===== src/rtl/gamma_pwl.sv =====
module gamma_pwl #(
  parameter int PIX_W     = 12,
  parameter int FRAC_W    = 8,
  parameter int NSEG      = 64,
  parameter int WORD_W    = 32,
  parameter int SLOPE_LSB = 16
) (
  input  logic                     clk,
  input  logic                     rst_n,
  input  logic                     cfg_we,
  input  logic [$clog2(NSEG)-1:0]  cfg_idx,
  input  logic [WORD_W-1:0]        cfg_data,
  input  logic                     in_valid,
  input  logic [PIX_W-1:0]         in_pix,
  output logic                     out_valid,
  output logic [PIX_W-1:0]         out_pix
);

  localparam int IDX_W = $clog2(NSEG);
  localparam int PRD_W = 2 * PIX_W;
  localparam int SUM_W = PRD_W - FRAC_W + 1;

  logic [PIX_W-1:0] slope_mem [NSEG];
  logic [PIX_W-1:0] start_mem [NSEG];

  logic [IDX_W-1:0] seg_idx;
  logic [PIX_W-1:0] seg_off;

  logic             v1;
  logic [PIX_W-1:0] off1, slope1, start1;

  logic [PRD_W-1:0] prod;
  logic [SUM_W-1:0] sum;
  logic [PIX_W-1:0] sat;

  always_ff @(posedge clk or negedge rst_n) begin
    if (!rst_n) begin
      for (int i = 0; i < NSEG; i++) begin
        slope_mem[i] <= '0;
        start_mem[i] <= '0;
      end
    end else if (cfg_we) begin
      slope_mem[cfg_idx] <= cfg_data[SLOPE_LSB +: PIX_W];
      start_mem[cfg_idx] <= cfg_data[PIX_W-1:0];
    end
  end

  always_comb begin
    seg_idx = in_pix[IDX_W-1:0];
    seg_off = '0;
    if (in_pix >= PIX_W'(512)) begin
      seg_idx = IDX_W'(32) + IDX_W'(in_pix >> 7);
      seg_off = in_pix & PIX_W'(127);
    end else begin
      for (int p = 4; p <= 8; p++) begin
        if (in_pix[p]) begin
          seg_idx = IDX_W'(4 * p) + IDX_W'((in_pix >> (p - 2)) & PIX_W'(3));
          seg_off = in_pix & PIX_W'((1 << (p - 2)) - 1);
        end
      end
    end
  end

  always_ff @(posedge clk or negedge rst_n) begin
    if (!rst_n) begin
      v1     <= 1'b0;
      off1   <= '0;
      slope1 <= '0;
      start1 <= '0;
    end else begin
      v1 <= in_valid;
      if (in_valid) begin
        off1   <= seg_off;
        slope1 <= slope_mem[seg_idx];
        start1 <= start_mem[seg_idx];
      end
    end
  end

  assign prod = PRD_W'(off1) * PRD_W'(slope1);
  assign sum  = SUM_W'(start1) + SUM_W'(prod >> FRAC_W);
  assign sat  = (|sum[SUM_W-1:PIX_W]) ? {PIX_W{1'b1}} : sum[PIX_W-1:0];

  always_ff @(posedge clk or negedge rst_n) begin
    if (!rst_n) begin
      out_valid <= 1'b0;
      out_pix   <= '0;
    end else begin
      out_valid <= v1;
      if (v1) out_pix <= sat;
    end
  end

  assert_latency_hi_R2: assert property (@(posedge clk) disable iff (!rst_n)
    in_valid |-> ##2 out_valid);
  assert_latency_lo_R2: assert property (@(posedge clk) disable iff (!rst_n)
    !in_valid |-> ##2 !out_valid);
  assert_small_code_R3: assert property (@(posedge clk) disable iff (!rst_n)
    (in_valid && in_pix < PIX_W'(16)) |=> (off1 == '0));
  assert_word_fields_R6: assert property (@(posedge clk) disable iff (!rst_n)
    cfg_we |=> (slope_mem[$past(cfg_idx)] == $past(cfg_data[SLOPE_LSB +: PIX_W]) &&
                start_mem[$past(cfg_idx)] == $past(cfg_data[PIX_W-1:0])));
  assert_no_underflow_R7: assert property (@(posedge clk) disable iff (!rst_n)
    v1 |=> (out_pix >= $past(start1)));
  assert_hold_R10: assert property (@(posedge clk) disable iff (!rst_n)
    !v1 |=> $stable(out_pix));

endmodule


===== config.mk =====
export PLATFORM = sky130hd
export DESIGN_NAME = gamma_pwl
export DESIGN_NICKNAME = d
export VERILOG_FILES = /design/src/rtl/gamma_pwl.sv
export SDC_FILE = /design/constraint.sdc
export NUM_CORES = 2
export LEC_CHECK = 0
export BUFFER_PORTS_ARGS = -buffer_cell sky130_fd_sc_hd__buf_2
export CAP_MARGIN = 20
export CORE_MARGIN = 2
export CORE_UTILIZATION = 42
export CTS_CLUSTER_DIAMETER = 40
export DETAILED_ROUTE_END_ITERATION = 6
export PLACE_DENSITY = 0.66
export SLEW_MARGIN = 30
export SYNTH_ARGS = -nofsm -noshare
export SYNTH_HDL_FRONTEND = slang
export SYNTH_SLANG_ARGS = --single-unit

===== constraint.sdc =====
create_clock -name clk -period 8 [get_ports clk]
set_clock_uncertainty 0.15 [all_clocks]
set_input_delay 0 -clock clk [delete_from_list [all_inputs] [get_ports clk]]
set_output_delay 0 -clock clk [all_outputs]
set_load 0.1 [all_outputs]

==> impl_results.md <==
* Required time of the critical path at 8540 ps
* Max_cap viols at 0
* Most common flop cell mapped by yosys: sky130_fd_sc_hd__dfrtp_1
* Final hold vios at 0
* Part of the cycle the worst path needs at 0.901
* Seq. cell area at 39600 um2
* Buffers and inverters on the worst path at 2
* Clock latency at the later pin of the worst-skew pair at 820 ps
* Post_cts resized at 0
* Floorplan row count at 157
* Fillcell total at 16214
* Placed cell areas at 80100 um2
* Seq/Total Area, Yosys at 0.509
* Initial standard-cell utilization of the core at 0.424
* Arrival @ worst endpoint at 7740 ps
* Ratio of total power to cell area at 274 nW/um2
* Total routing resource utilization after global routing at 0.230
* Critical Path Start Type: register
* Number of vias after detailed routing at 52586
* Number of search-and-repair iterations in the first detailed-routing pass at 5
* Chain of cells forming the critical path: and2_1 -> fa_1 -> ha_1 -> fa_1 -> inv_1 -> fa_1 -> inv_1 -> fa_1 -> ha_1 -> nor4_1 -> o21ai_1 -> a41oi_1 -> a21oi_1 -> a41oi_1 -> o21ai_0 -> a211oi_1 -> nor2_1 -> ha_1 -> or4b_2 -> nor2_1 -> and3_1 -> o31a_1 -> a31oi_2 -> o22a_1
* Netlist Area Pre-Place at 77700 um2
* Avg Cell Area, Syn at 11.8 um2
* Die outline area at 188000 um2
* Number of clock buffers inserted by TritonCTS at 207
* Die width at 434 um
* Leakage dissipation at 41.0 nW
* Area taken by multi-input logic gates at 35400 um2
* Slowest stage cell, crit path: sky130_fd_sc_hd__or4b_2
* Core Footprint at 183000 um2
* TritonCTS clock tree: yes
* Global-route wire length before repair at 333000 um
* Remaining number of nets flagged by the antenna check after routing at 0
* Die boundary height at 434 um
* Cell area after layout at 88200 um2
* Startpoint of the lowest-slack register-to-register path: off1[3]$_DFFE_PN0P_
* Filler-free cell count of the finished design at 9104
* Launch point of the critical path: off1[3]$_DFFE_PN0P_
* Max-slew violation count at 0
* Number of antenna violations at the first check in global routing at 11
* Drt total wl at 216000 um
* Setup crit end kind: register
* H-tree depth reported by CTS at 4
* Synth Instances at 6597
* Finish-stage setup viols at 0
* Fmax at 139 MHz
* Pin slew with the least headroom to its limit at 1010 ps
* Overflow left after global routing at 0
* Top-level port count at 67
* Final worst path period need at 7210 ps
* Final hold slack at 155 ps
* CP top delay family: adder cells
* RSZ-0062 raised after global routing: false
* Most used cells in the layout excluding fill and tap cells: sky130_fd_sc_hd__dfrtp_1, sky130_fd_sc_hd__mux2_2, sky130_fd_sc_hd__nand2_1, sky130_fd_sc_hd__mux2i_1, sky130_fd_sc_hd__nand3_1
* Number of synthesized flops with an enable pin at 0
* Fin util at 0.481
* Count of buffers added by post-CTS timing repair for setup at 0
* Class of the most critical setup path: reg -> reg
* Worst slew slack as a fraction of its limit at 0.318
* Sum of negative setup slack at 0 ps
* Post-route DRC violation count at 0
* Largest fanout of any net on the critical path at 13
* Total of buffers placed on input and output ports at 58
* Number of cells after detailed placement at 8650
* Worst hold path class: in -> reg
* Global placer's final weighted congestion at 0.828
* Post-synth net total at 6774
* Number of storage elements in the synthesis netlist at 1581
* Number of DRC markers in iteration 0 at 4300
* Buffer cell driving the clock tree root: sky130_fd_sc_hd__clkbuf_16
* Most frequent CP cell: sky130_fd_sc_hd__fa_1
* Outcome: completed
* Area growth from synthesis to layout at 13.5%
* Sum of net half-perimeters after detailed placement at 120000 um
* Number of clock sinks at 1581
* Proportion of synthesized flip-flops having asynchronous set or reset at 1.00
* Hold Path Origin: in_valid
* Clock slew at reported path FFs at 60 ps
* Share of cells above drive strength 1 at 0.339
* Worst stage delay on the critical path at 660 ps
* Peak supply drop at 455 uV
* Final #Nets at 6638
* Number of distinct library cells after synthesis at 63
* Most common cell after layout, fill and taps aside: sky130_fd_sc_hd__dfrtp_1
* Routed vias/inst at 5.78
* Via count of the first global-routing pass at 54424
* Yosys warning total at 0
* Pin count of the biggest net entering global routing at 173
* Worst-case clock buffer depth at 3
* WL per Instance at 23.8 um
[worst reg2reg max path, delay by kind of cell, from the launching register on]
family	cells	cell delay [ps]
simple gates	6	1570
fa+ha+maj	7	2590
buf+inv	2	110
flops	1	580
compound gates	9	2070
[metal layers]
metal / wire (um) / GRT usage / up-vias
met3: 11400 / 0.0386 / 358
li1: - / - / 23077
met5: 11 / 0 / -
met1: 94800 / 0.307 / 27792
met4: 7170 / 0.0808 / 2
met2: 103000 / 0.377 / 1357
[Yosys cell counts, drive strengths merged (2+ instances only)]
| master | number | area [um2] |
|---|---|---|
| dfrtp | 1581 | 39600 |
| mux2 | 1561 | 17600 |
| nand2 | 991 | 3720 |
| clkbuf | 436 | 1640 |
| mux2i | 345 | 3450 |
| nand3 | 297 | 1490 |
| and3 | 199 | 1240 |
| buf | 190 | 1010 |
| a311oi | 149 | 1310 |
| nor2 | 99 | 393 |
| a211oi | 97 | 728 |
| inv | 73 | 274 |
| ha | 72 | 901 |
| and2 | 59 | 369 |
| o211ai | 56 | 425 |
| fa | 51 | 1020 |
| o21ai | 42 | 210 |
| a21oi | 36 | 184 |
| o21a | 30 | 225 |
| a31oi | 27 | 181 |
| o22ai | 26 | 163 |
| o31a | 26 | 228 |
| nor4 | 25 | 300 |
| o311ai | 25 | 219 |
| a311o | 23 | 230 |
| xnor2 | 15 | 131 |
| o22a | 12 | 105 |
| nor2b | 10 | 62.6 |
| nand3b | 6 | 45.0 |
| xor2 | 4 | 35.0 |
| a21boi | 3 | 22.5 |
| a21o | 3 | 22.5 |
| nand2b | 3 | 18.8 |
| nor3 | 3 | 26.3 |
| a31o | 2 | 17.5 |
| a41oi | 2 | 17.5 |
| nand4 | 2 | 12.5 |
| nor3b | 2 | 15.0 |
| o21bai | 2 | 15.0 |
| or3 | 2 | 12.5 |
[timing repair]
action                                  4_1_cts  5_1_grt
hold buffers                                 63        0
hold endpoints to repair                   2558        0
endpoints found under the setup margin        0        0
[metrics by stage]
step	worst slack [ps]	power (W)
floorplan	1390	0.0132
global placement	824	0.0143
detailed placement	788	0.0145
CTS	790	0.0243
global route	301	0.0253
finish	794	0.0242
[cells by family after synthesis]
logic type,share of synthesized area
AO/OA/AOI/OAI,0.0560
adder cells (fa/ha/maj),0.0247
AND/OR/NAND/NOR,0.0998
buffers and inverters,0.0376
flip-flops,0.509
XOR/XNOR,0.00214
multiplexers,0.271
[where the power goes]
part           switching, W  internal (W)
registers          0.000568       0.00909
logic               0.00262       0.00215
clock network       0.00376       0.00598
total               0.00695        0.0172
[area by class of cell]
cell class | instances | area share
Inverter | 73 | 0.00311
Sequential cell | 1581 | 0.448
Tap cell | 2464 | 0.0349
Clock inverter | 135 | 0.0197
Multi-Input combinational cell | 4317 | 0.402
Clock buffer | 250 | 0.0638
Timing Repair Buffer | 281 | 0.0283
Antenna cell | 3 | 0.0000851
[registers in the layout, indices dropped and copies added, names as in the netlist]
signal,flops
slope_mem,768
start_mem,768
out_pix,12
slope1,12
start1,12
off1,7
out_valid,1
v1,1
[final timing paths]
check | end | depth (start not counted) | slack (ps)
max in group asynchronous | slope_mem[530]$_DFFE_PN0P_ | 5 | 5780
min in group asynchronous | slope_mem[587]$_DFFE_PN0P_ | 4 | 310
hold / removal | v1$_DFF_PN0_ | 2 | 150
setup reg to reg | out_pix[10]$_DFFE_PN0P_ | 24 | 790
hold reg to reg | out_pix[0]$_DFFE_PN0P_ | 1 | 340
setup / recovery | out_pix[10]$_DFFE_PN0P_ | 24 | 790
(Power assumes the default switching activity.)
